[config.mk]
export PLATFORM = sky130hd
export DESIGN_NAME = adc_frame_reader
export DESIGN_NICKNAME = d
export VERILOG_FILES = /design/src/rtl/adcrd_pkg.sv /design/src/rtl/adcrd_halfper_timer.sv /design/src/rtl/adcrd_sclk_gen.sv /design/src/rtl/adcrd_shift_in.sv /design/src/rtl/adc_frame_reader.sv
export SDC_FILE = /design/constraint.sdc
export NUM_CORES = 1
export LEC_CHECK = 0
export BUFFER_PORTS_ARGS = -buffer_cell sky130_fd_sc_hd__buf_2
export CORE_AREA = 2 2 65 67
export CTS_CLUSTER_DIAMETER = 30
export DETAILED_ROUTE_END_ITERATION = 6
export DIE_AREA = 0 0 67 69
export PLACE_DENSITY = 0.92
export SETUP_SLACK_MARGIN = 0.2
export SKIP_CTS_REPAIR_TIMING = 1
export SYNTH_ARGS = -nofsm -noshare
export SYNTH_HDL_FRONTEND = slang
export SYNTH_HIERARCHICAL = 1
export SYNTH_SLANG_ARGS = --single-unit
[constraint.sdc]
create_clock -name clk -period 3.75 [get_ports clk]
set_input_delay 0.1875 -clock clk [delete_from_list [all_inputs] [get_ports clk]]
set_output_delay 0.1875 -clock clk [all_outputs]
set_load 0.02 [all_outputs]
[src/rtl/adcrd_pkg.sv]
package adcrd_pkg;

    // Frame geometry fixed by the converter's serial protocol
    localparam int SEG_BITS   = 8;
    localparam int SEG_COUNT  = 2;
    localparam int FRAME_BITS = SEG_BITS * SEG_COUNT;
    localparam int RES_BITS   = 10;
    localparam int LEAD_BITS  = 3;   // two undriven bits plus the null bit
    localparam int TAIL_BITS  = FRAME_BITS - LEAD_BITS - RES_BITS;
    localparam int EDGES      = 2 * FRAME_BITS;
    localparam int EDGE_W     = $clog2(EDGES);

    typedef logic [FRAME_BITS-1:0] raw_t;
    typedef logic [RES_BITS-1:0]   res_t;

    typedef enum logic [1:0] {
        ST_IDLE,
        ST_RUN,
        ST_TAIL,
        ST_GAP
    } phase_e;

    typedef struct packed {
        logic [SEG_BITS-1:0] hi;
        logic [SEG_BITS-1:0] lo;
    } frame_s;

    // Remove the repeated low bits by a right shift of the joined segments.
    // The low bits of the first segment then fall next to the surviving bits
    // of the second, and the junk lead bits drop off the top through the truncation.
    function automatic res_t repack(frame_s f);
        raw_t joined;
        joined = {f.hi, f.lo} >> TAIL_BITS;
        return joined[RES_BITS-1:0];
    endfunction

endpackage

[src/rtl/adcrd_halfper_timer.sv]
module adcrd_halfper_timer #(
    parameter int DIV_W = 8
) (
    input  logic             clk,
    input  logic             rst,
    input  logic             load,
    input  logic [DIV_W-1:0] reload,
    output logic             tick
);
    logic [DIV_W-1:0] cnt_q;

    always_ff @(posedge clk) begin
        if (rst) begin
            cnt_q <= '0;
        end else if (load || cnt_q == '0) begin
            cnt_q <= reload;
        end else begin
            cnt_q <= cnt_q - 1'b1;
        end
    end

    assign tick = !load && (cnt_q == '0);
endmodule

[src/rtl/adcrd_sclk_gen.sv]
module adcrd_sclk_gen
    import adcrd_pkg::*;
(
    input  logic clk,
    input  logic rst,
    input  logic idle,
    input  logic idle_level,
    input  logic step,
    output logic sclk,
    output logic rise,
    output logic last
);
    logic              sclk_q;
    logic [EDGE_W-1:0] edge_q;

    always_ff @(posedge clk) begin
        if (rst) begin
            sclk_q <= 1'b0;
            edge_q <= '0;
        end else if (idle) begin
            sclk_q <= idle_level;
            edge_q <= '0;
        end else if (step) begin
            sclk_q <= ~sclk_q;
            edge_q <= edge_q + 1'b1;
        end
    end

    assign sclk = sclk_q;
    assign rise = step && !sclk_q;
    assign last = step && (edge_q == EDGE_W'(EDGES - 1));
endmodule

[src/rtl/adcrd_shift_in.sv]
module adcrd_shift_in
    import adcrd_pkg::*;
(
    input  logic clk,
    input  logic rst,
    input  logic clr,
    input  logic shift,
    input  logic din,
    output raw_t word
);
    raw_t sr_q;

    always_ff @(posedge clk) begin
        if (rst || clr) begin
            sr_q <= '0;
        end else if (shift) begin
            sr_q <= {sr_q[FRAME_BITS-2:0], din};
        end
    end

    assign word = sr_q;
endmodule

[src/rtl/adc_frame_reader.sv]
module adc_frame_reader
    import adcrd_pkg::*;
#(
    parameter int DIV_W = 8
) (
    input  logic                clk,
    input  logic                rst,
    input  logic                start,
    input  logic [DIV_W-1:0]    half_div,
    input  logic                idle_high,
    input  logic                sdi,
    output logic                cs_n,
    output logic                sclk,
    output logic [RES_BITS-1:0] sample,
    output logic                done
);
    phase_e           st_q;
    logic [DIV_W-1:0] div_q;
    logic             mode_q;
    logic             cs_q;
    logic             done_q;
    res_t             sample_q;

    logic             idle;
    logic             accept;
    logic             tick;
    logic             step;
    logic             rise;
    logic             last_edge;
    logic [DIV_W-1:0] reload;
    raw_t             raw;
    frame_s           frame;

    assign idle   = (st_q == ST_IDLE);
    assign accept = idle && start;
    assign reload = idle ? half_div : div_q;
    assign step   = tick && (st_q == ST_RUN);
    assign frame  = frame_s'(raw);

    adcrd_halfper_timer #(.DIV_W(DIV_W)) u_timer (
        .clk    (clk),
        .rst    (rst),
        .load   (idle),
        .reload (reload),
        .tick   (tick)
    );

    adcrd_sclk_gen u_sclk (
        .clk        (clk),
        .rst        (rst),
        .idle       (idle),
        .idle_level (idle_high),
        .step       (step),
        .sclk       (sclk),
        .rise       (rise),
        .last       (last_edge)
    );

    adcrd_shift_in u_shift (
        .clk   (clk),
        .rst   (rst),
        .clr   (accept),
        .shift (rise),
        .din   (sdi),
        .word  (raw)
    );

    always_ff @(posedge clk) begin
        if (rst) begin
            st_q     <= ST_IDLE;
            div_q    <= '0;
            mode_q   <= 1'b0;
            cs_q     <= 1'b1;
            done_q   <= 1'b0;
            sample_q <= '0;
        end else begin
            done_q <= 1'b0;
            unique case (st_q)
                ST_IDLE: begin
                    if (start) begin
                        st_q   <= ST_RUN;
                        cs_q   <= 1'b0;
                        div_q  <= half_div;
                        mode_q <= idle_high;
                    end
                end
                ST_RUN: begin
                    if (last_edge) st_q <= ST_TAIL;
                end
                ST_TAIL: begin
                    if (tick) begin
                        st_q     <= ST_GAP;
                        cs_q     <= 1'b1;
                        done_q   <= 1'b1;
                        sample_q <= repack(frame);
                    end
                end
                ST_GAP: begin
                    if (tick) st_q <= ST_IDLE;
                end
                default: st_q <= ST_IDLE;
            endcase
        end
    end

    assign cs_n   = cs_q;
    assign done   = done_q;
    assign sample = sample_q;
endmodule

### After elaboration in Yosys (flattened, before gate mapping)

Index checks and enable logic that the tools add are counted.

| word-level totals | value |
|---|---|
| input bits | 13 |
| flip-flop bits (word level) | 49 |
| memories kept | 0 |
| memory bits (writable) | 0 |
| latch bits | 0 |
| output and inout port bits | 13 |
| bits in read-only memories | 0 |
| logic and storage cells | 53 |

| cells by class | value |
|---|---|
| magnitude comparators | 0 |
| multiply operators | 0 |
| equal/unequal tests | 8 |
| reductions and logical operators | 19 |
| mux-type cells | 13 |
| shifts and indexed selects | 0 |
| bitwise gates (word level) | 2 |
| div/mod/pow operators | 0 |
| $add $sub $neg | 2 |

Operator list:

| operator | count |
|---|---|
| $mux 8 | 2 |
| $logic_not 8->1 | 1 |
| $mux 2 | 4 |
| $ne 2x2->1 const B | 4 |
| $pmux 2 s4 | 1 |
| $sub 8x1->8 const B | 1 |
| $add 5x1->5 const B | 1 |
| $eq 5x5->1 const B | 1 |
| $logic_and 1x1->1 | 5 |
| $mux 1 | 5 |
| $eq 2x2->1 const B | 2 |
| $reduce_and 2->1 | 2 |
| $reduce_and 4->1 | 1 |
| $reduce_bool 2->1 | 2 |
| $reduce_or 2->1 | 2 |
| $reduce_and 3->1 | 1 |
| $eq 2x1->1 const B | 1 |
| $logic_not 1->1 | 2 |
| $logic_not 2->1 | 1 |
| $logic_or 1x1->1 | 2 |
| $not 1->1 | 2 |
| $pmux 1 s2 | 1 |

### Logic depth before layout (Yosys ltp)

Gate-level depths: netlist of run 1.

| logic depth | value |
|---|---|
| depth after elaboration | 7 |
| depth in mapped cells | 11 |
| mapped depth without buffers | 9 |

### Modules after synthesis

The synthesis of run 1 kept the hierarchy.

By module, submodules not included:

| module | cells each | seq. area each (sq um) | area each (sq um) | instances |
|---|---|---|---|---|
| adc_frame_reader | 116 | 440.4 | 983.4 | 1 |
| adcrd_shift_in | 53 | 320.3 | 581.8 | 1 |
| adcrd_halfper_timer | 49 | 160.2 | 476.7 | 1 |
| adcrd_sclk_gen | 30 | 120.1 | 324.1 | 1 |

### Least setup slack after synthesis of run 1

No wires, ideal clock.

| path | value |
|---|---|
| path kind | register -> register |
| start point | register u_timer.cnt_q[3] |
| end point | register u_shift.sr_q[10] (netlist: u_shift/word[10]) |
| cell stages (with the launch flop) | 11 |
| library setup time | 0.114 ns |
| required time | 3.636 ns |
| period minus slack after synthesis | 2.078 ns |
| path buffers | 3 |
| path slack | 1.672 ns |
| arrival | 1.964 ns |
| cell sequence | dfxtp_1 -> nor4_4 -> nand3_1 -> nor2_1 -> and2_1 -> buf_6 -> nor2b_1 -> buf_4 -> buf_6 -> mux2i_1 -> nor2_1 |

| on the way | value |
|---|---|
| word-level cells in the longest chain between the ends | 4 |

Ends and longest elaborated chain:

| element | line | text |
|---|---|---|
| start: declaration | adcrd_halfper_timer.sv:10 | `logic [DIV_W-1:0] cnt_q;` |
| start signal: assignment | adcrd_halfper_timer.sv:16 | `cnt_q <= reload;` |
| start signal: assignment | adcrd_halfper_timer.sv:18 | `cnt_q <= cnt_q - 1'b1;` |
| $logic_not 8->1 | adcrd_halfper_timer.sv:22 | `assign tick = !load && (cnt_q == '0);` |
| $logic_and 1x1->1 | adcrd_halfper_timer.sv:22 |  |
| net tick | adc_frame_reader.sv:26 | `logic tick;` |
| $logic_and 1x1->1 | adc_frame_reader.sv:37 | `assign step = tick && (st_q == ST_RUN);` |
| net step | adc_frame_reader.sv:27 | `logic step;` |
| $logic_and 1x1->1 | adcrd_sclk_gen.sv:30 | `assign rise = step && !sclk_q;` |
| net rise | adc_frame_reader.sv:28 | `logic rise;` |
| end signal: assignment | adcrd_shift_in.sv:17 | `sr_q <= {sr_q[FRAME_BITS-2:0], din};` |
| end: declaration | adcrd_shift_in.sv:11 | `raw_t sr_q;` |

The timed path passes the listed nets, and every way through them passes these cells.
A chain may end at the register's enable or synchronous reset.

### Final worst setup path of run 1

| path | value |
|---|---|
| start point | register st_q[1] |
| end point | register u_shift.sr_q[11] (netlist: u_shift/word[11]) |

| on the way | value |
|---|---|
| word-level cells in the longest chain between the ends | 5 |
| elaborated cells on any way between the ends | 8 |
| classes of those cells | eq/ne (1); reduce/logical (7) |

Ends and longest elaborated chain:

| element | line | text |
|---|---|---|
| start: declaration | adc_frame_reader.sv:17 | `phase_e st_q;` |
| start signal: assignment | adc_frame_reader.sv:70 | `st_q <= ST_IDLE;` |
| start signal: assignment | adc_frame_reader.sv:81 | `st_q <= ST_RUN;` |
| start signal: assignment | adc_frame_reader.sv:88 | `if (last_edge) st_q <= ST_TAIL;` |
| $logic_not 2->1 | adc_frame_reader.sv:34 | `assign idle = (st_q == ST_IDLE);` |
| net idle | adc_frame_reader.sv:24 | `logic idle;` |
| $logic_not 1->1 | adcrd_halfper_timer.sv:22 |  |
| $logic_and 1x1->1 | adcrd_halfper_timer.sv:22 |  |
| net tick | adc_frame_reader.sv:26 |  |
| $logic_and 1x1->1 | adc_frame_reader.sv:37 |  |
| net step | adc_frame_reader.sv:27 |  |
| $logic_and 1x1->1 | adcrd_sclk_gen.sv:30 |  |
| net rise | adc_frame_reader.sv:28 |  |

The timed path passes the listed nets, and every way through them passes these cells.

==> key figures, run 1 <==
Critical path
  • Critical Path End Type: flop
  • CP Max Fanout: 17
  • Reg2reg end: u_shift/word[11]$_SDFFE_PP0P_
  • CP Launch Point: st_q[1]$_SDFFE_PP0P_
  • Register-to-Register Setup Slack: approximately 1200 ps
  • CP arrival: 2720 ps
  • WP data required: slightly below 4000 ps
  • Worst Reg-to-Reg Cells: 8
  • Crit start category: flop
  • Type of the worst setup path: reg2reg
  • Launching point of the worst reg2reg path: st_q[1]$_SDFFE_PP0P_

STA
  • Period minus WS final: approximately 2500 ps
  • Normalized max-slew margin: about half
  • Final Max Slew Viols: 0
  • Fin worst setup slack: between 1000 and 1500 ps
  • Clock skew: about 5.6 ps
  • Worst-Margin Slew: ~740 ps
  • Final Cycle Share: 67.76%
  • Endpoints failing setup: 0
  • RSZ-0062 raised after global routing: no
  • Fmax: 0.3936 GHz
  • Setup TNS: 0 ps
  • Final hold viol count: 0

Placement
  • Port Buffer Count: 25
  • Placer Congestion: between 0.8 and 0.9
  • DP Worst Slack: approximately 1200 ps
  • Hpwl dp: ~2900 um

Floorplan
  • Die Y: around 70 um
  • Site Rows: 23
  • Full die area: about 4600 um2
  • Die width: 67 um
  • Starting Density: between 50% and 60%
  • Core area: 3914 um2
  • I/O Pins: 26

Synthesis
  • Yosys warns: 6
  • Syn Inst Count: approximately 240
  • Syn avg cell area: approximately 9.5 um2
  • Syn Nets: ~260
  • Syn Std Cell Area: 2265 um2

Global route
  • Congestion Overflow GR: 0
  • First-pass GRT wire length: slightly below 7000 um
  • GRT Total Usage: around 19%
  • Vias in the first global route: 1,569
  • Initial antenna violation count: 0
  • Largest net degree at the start of global routing: 38

Flow run
  • # Max-Cap Violations: 0

Clock tree
  • Clk slew on worst S/H paths: 80 ps
  • Clk sinks: slightly below 50
  • Num CTS Buffers: 5
  • Clock Latency Late Sink: about 300 ps
  • Clock Tree Buf Depth: 2
  • CTS tree: yes
  • CTS Root Cell: clkbuf_8
  • H-tree depth: 2

Detailed routing
  • Residual DRC: 0
  • Routed wl met2: between 2000 and 2500 um
  • M1 WL: ~1800 um
  • Initial DRT Pass Iterations: 4
  • Met3 WL: about 160 um
  • Starting DRT DRC Count: 100
  • WL/cell: about 13 um
  • Vias: roughly 1,600
  • Vias per cell: ~5.3
  • Final wirelength: about 4200 um
  • Top routing layer used: met4
  • Final ANT Viol Nets: 0

Layout
  • Most frequent cells in the layout: dfxtp_1, nand2_1, nor2_1
  • Area Overhead vs Synth: 7.900%
  • Antenna Cells: 0
  • Post-layout net count: approximately 280
  • Most common cell after layout, fill and taps aside: dfxtp_1
  • Share of cells above drive strength 1: roughly a fifth

Power and ir drop
  • Pleak: 0.9567 nW
  • Max VDD drop: 0.3780 mV
  • PD cells: roughly 650 nW/um2

Hold path
  • Hold EP: u_shift/word[0]$_SDFFE_PP0P_
  • HP Class: in2reg
  • Hold Crit Start: sdi
  • Hold path cells: 3

Run status
  • Status: finished, final reports clean
==> through the flow <==
step	utilization [%]	cells	power [mW]	hold slack, ps	instance area [um2]
floorplan	-	239	1.216	252.1	2265
global placement	60.55	303	1.267	426.9	2370
detailed placement	60.55	303	1.291	439.9	2370
CTS	62.44	309	1.580	129.7	2444
global route	62.44	309	1.687	144.3	2444
finish	62.44	309	1.580	129.0	2444
==> worst max-delay path: stages, from the launching register on <==
cell     delay [ps]
dfxtp_1         410
inv_1           100
ha_1            440
nor2_1          320
and2_1          420
nor2b_1         180
buf_4           250
mux2i_1         230
nor2_1           60
==> state kept, by name, indices dropped and copies added, names as in the netlist <==
signal / cells
u_sclk/edge_q: 5
u_timer/cnt_q: 8
u_sclk/sclk: 1
done: 1
div_q: 8
st_q: 2
sample: 10
u_shift/word: 13
cs_n: 1
==> final cells by class <==
type,instances,area [um2]
fill,324,1470
multi-input combinational,171,1167
sequential,49,980.9
timing repair buffer,26,132.6
clock buffer,5,68.82
tap,50,62.56
inverter,7,26.28
clock inverter,1,5.005
==> where the power goes <==
group          internal [mW]  total [mW]  switching, mW
sequential             0.590       0.656         0.0660
clock                  0.123       0.282          0.159
combinational          0.267       0.642          0.375
total                  0.980        1.58          0.600
==> routing by layer <==
layer	up-vias	global-route usage (%)
met3	9	2.936
li1	833	-
met5	-	0
met1	760	23.30
met2	34	33.11
met4	0	9.524
==> worst max path at each step <==
stage / slack [ps] / cells after the start / to
4_1_cts: 1190 / 8 / u_shift/word[11]$_SDFFE_PP0P_
2_1_floorplan: 1710 / 10 / u_shift/word[10]$_SDFFE_PP0P_
3_3_place_gp: 1340 / 8 / u_shift/word[8]$_SDFFE_PP0P_
5_1_grt: 940 / 8 / u_shift/word[4]$_SDFFE_PP0P_
3_5_place_dp: 1200 / 8 / u_shift/word[11]$_SDFFE_PP0P_
6_report: 1210 / 8 / u_shift/word[11]$_SDFFE_PP0P_
(Power assumes the default switching activity.)
==> inputs of run 2 (changes only) <==
--- a/config.mk
+++ b/config.mk
@@ -5,12 +5,13 @@
 export SDC_FILE = /design/constraint.sdc
 export NUM_CORES = 1
 export LEC_CHECK = 0
+export ABC_AREA = 1
 export BUFFER_PORTS_ARGS = -buffer_cell sky130_fd_sc_hd__buf_2
-export CORE_AREA = 2 2 65 67
+export CORE_AREA = 2 2 70 72
 export CTS_CLUSTER_DIAMETER = 30
 export DETAILED_ROUTE_END_ITERATION = 6
-export DIE_AREA = 0 0 67 69
-export PLACE_DENSITY = 0.92
+export DIE_AREA = 0 0 72 74
+export PLACE_DENSITY = 0.87
 export SETUP_SLACK_MARGIN = 0.2
 export SKIP_CTS_REPAIR_TIMING = 1
 export SYNTH_ARGS = -nofsm -noshare
==> constraint.sdc (replaced) <==
create_clock -name clk -period 2.5 [get_ports clk]
set_input_delay 0.125 -clock clk [delete_from_list [all_inputs] [get_ports clk]]
set_output_delay 0.125 -clock clk [all_outputs]
set_load 0.02 [all_outputs]
==> key figures, run 2 <==
Detailed routing
  • Vias per cell: 4.769 (-9.9%)
  • Final wirelength: 4470 um (+7.7%)
  • Final ANT Viol Nets: 0 (unchanged)
  • Initial DRT Pass Iterations: 4 (unchanged)
  • WL/cell: 10.35 um (-23%)
  • Starting DRT DRC Count: 107 (+7.0%)
  • Vias: 2,060 (+26%)
  • Residual DRC: 0 (unchanged)

STA
  • Setup TNS: 0 ps (unchanged)
  • Period minus WS final: 2008 ps (-532.8 ps)
  • Endpoints failing setup: 0 (unchanged)
  • Worst-Margin Slew: 563.9 ps (-174.8 ps)
  • Final hold viol count: 0 (unchanged)
  • Fmax: 0.4980 GHz (+27%)
  • Final Max Slew Viols: 0 (unchanged)
  • Clock skew: 7.701 ps (+2.142 ps)
  • Final Cycle Share: 80.32% (+13 points)
  • RSZ-0062 raised after global routing: no
  • Normalized max-slew margin: 62.36% (+12 points)

Hold path
  • Hold Crit Start: half_div[3]
  • Hold path cells: 3 (unchanged)
  • HP Class: in2reg
  • Hold EP: div_q[3]$_SDFFE_PP0P_

Global route
  • First-pass GRT wire length: 7728 um (+12%)
  • Congestion Overflow GR: 0 (unchanged)
  • Vias in the first global route: 1,926 (+23%)
  • Initial antenna violation count: 0 (unchanged)
  • Largest net degree at the start of global routing: 27 (-29%)
  • GRT Total Usage: 18.57% (-0.91 points)

Critical path
  • Worst path cell trace: inv_1 > ha_1 > nand3_1 > inv_1 > nand2_4 > nor2_2 > nand2_1 > inv_1 > nand2_1 > inv_1 > buf_4 > nand2_1 > nand2_2 > nor2_2
  • Crit path largest cell delay: 320 ps (-120 ps)
  • Worst Reg-to-Reg Cells: 14 (+6)
  • Buffer and inverter count on the worst path: 5 (+3)
  • Crit-path most repeated cell: inv_1
  • CP Max Fanout: 26 (+9)
  • Type of the worst setup path: reg2reg
  • Critical Path End Type: flop
  • Launching point of the worst reg2reg path: u_timer/cnt_q[0]$_SDFF_PP0_
  • Slowest stage cell on the critical path: dfxtp_1
  • Register-to-Register Setup Slack: 490 ps (-720 ps)
  • Reg2reg end: u_shift/word[12]$_SDFFE_PP0P_
  • Cell family with most CP delay: simple AND/OR/NAND/NOR gates
  • CP arrival: 2210 ps (-510 ps)
  • Crit start category: flop
  • WP data required: 2710 ps (-1220 ps)

Synthesis
  • Syn Std Cell Area: 2482 um2 (+9.6%)
  • Syn avg cell area: 7.032 um2 (-26%)
  • Yosys warns: 6 (unchanged)
  • Syn Nets: 376 (+44%)
  • Syn Inst Count: 353 (+48%)

Power and ir drop
  • Max VDD drop: 0.4151 mV (+9.8%)
  • Pwr Total: 2.631 mW (+67%)
  • PD cells: 973.6 nW/um2 (+51%)
  • Pleak: 1.268 nW (+33%)

Placement
  • Hpwl dp: 3317 um (+14%)
  • Port Buffer Count: 25 (unchanged)
  • Placer Congestion: 0.7765 (-4.3%)

Clock tree
  • Clock Latency Late Sink: 300 ps (about the same)
  • CTS tree: yes
  • Num CTS Buffers: 5 (unchanged)
  • CTS Root Cell: clkbuf_8
  • Clock Tree Buf Depth: 2 (unchanged)
  • Clk slew on worst S/H paths: 90 ps (about the same)
  • H-tree depth: 2 (unchanged)
  • Clk sinks: 49 (unchanged)

Floorplan
  • Core area: 4598 um2 (+17%)
  • Site Rows: 25 (+8.7%)
  • Die width: 72 um (+7.5%)
  • Die Y: 74 um (+7.2%)
  • I/O Pins: 26 (unchanged)
  • Starting Density: 53.99% (-3.9 points)
  • Full die area: 5328 um2 (+15%)

Run status
  • Status: finished, final reports clean

Layout
  • Antenna Cells: 0 (unchanged)
  • Max FFs per register: 13 (unchanged)
  • Share of cells above drive strength 1: 19.31% (-1.5 points)
  • Most common cell after layout, fill and taps aside: nor2_1
  • Area Overhead vs Synth: 8.871%
  • Most frequent cells in the layout: nor2_1, nand2_1, dfxtp_1
  • Post-layout net count: 400 (+41%)

Flow run
  • # Max-Cap Violations: 0 (unchanged)
==> run 2: cell types whose count changed in the layout (fill, tap and decap cells not counted), sizes merged, moves of 4 or more <==
| cell | previous run | this run |
|---|---|---|
| o21ai | 0 | 30 |
| nand2 | 40 | 83 |
| nand3 | 3 | 12 |
| mux2i | 18 | 0 |
| nand2b | 4 | 0 |
| nor2 | 30 | 93 |
| xnor2 | 5 | 1 |
| inv | 7 | 50 |
| a21oi | 21 | 9 |
| mux2 | 9 | 0 |
| a211oi | 7 | 1 |
==> run 2: worst max path at each step <==
stage | start | endpoint | slack, ps | depth (start not counted)
after floorplan | u_timer/cnt_q[0]$_SDFF_PP0_ | st_q[0]$_SDFFE_PP0P_ | 590 | 18
after global placement | u_timer/cnt_q[0]$_SDFF_PP0_ | u_shift/word[3]$_SDFFE_PP0P_ | 520 | 14
after detailed placement | u_timer/cnt_q[0]$_SDFF_PP0_ | u_shift/word[12]$_SDFFE_PP0P_ | 420 | 14
after CTS | u_timer/cnt_q[0]$_SDFF_PP0_ | u_shift/word[12]$_SDFFE_PP0P_ | 400 | 14
after global routing | u_timer/cnt_q[0]$_SDFF_PP0_ | u_shift/word[3]$_SDFFE_PP0P_ | 280 | 14
final | u_timer/cnt_q[0]$_SDFF_PP0_ | u_shift/word[12]$_SDFFE_PP0P_ | 490 | 14
==> run 2: routing by layer <==
layer / wire, um / GRT usage (%) / up-vias
met3: 138 / 4.336 / 7
li1: - / - / 1111
met5: 0 / 0 / -
met4: 86 / 9.015 / 0
met2: 2226 / 33.95 / 33
met1: 2019 / 20.37 / 909
==> run 2: tightest hold or removal path: cells and delay by family <==
kind,cells,cell delay (ps)
buffers and inverters,1,80
AO/OA/AOI/OAI,2,170
==> run 2: final cells by class <==
| class | count | area (um2) |
|---|---|---|
| repair buffers | 28 | 147.6 |
| flip-flops and latches | 49 | 980.9 |
| well taps | 54 | 67.56 |
| clock buffers | 6 | 82.58 |
| clock inverters | 2 | 13.76 |
| multi-input cells | 242 | 1219 |
| inverters | 51 | 191.4 |
| fillers | 424 | 1896 |
==> run 2: power by group <==
part           internal, mW  switching [mW]  total, mW  leakage (nW)
Clock                 0.224           0.260      0.484        0.0512
Sequential            0.916          0.0918       1.01         0.400
Combinational         0.401           0.738       1.14         0.817
Total                  1.54            1.09       2.63          1.27
==> run 2: per-stage QoR <==
step	instances	cell area [um2]	util (%)	hold WS, ps	worst slack, ps
CTS	432	2700	58.72	105.3	399.1
global placement	424	2604	56.63	418.9	517.8
finish	432	2703	58.78	105.6	491.9
detailed placement	424	2604	56.63	427.4	419.5
global route	432	2703	58.78	133.2	277.6
floorplan	353	2482	-	197.4	593.0
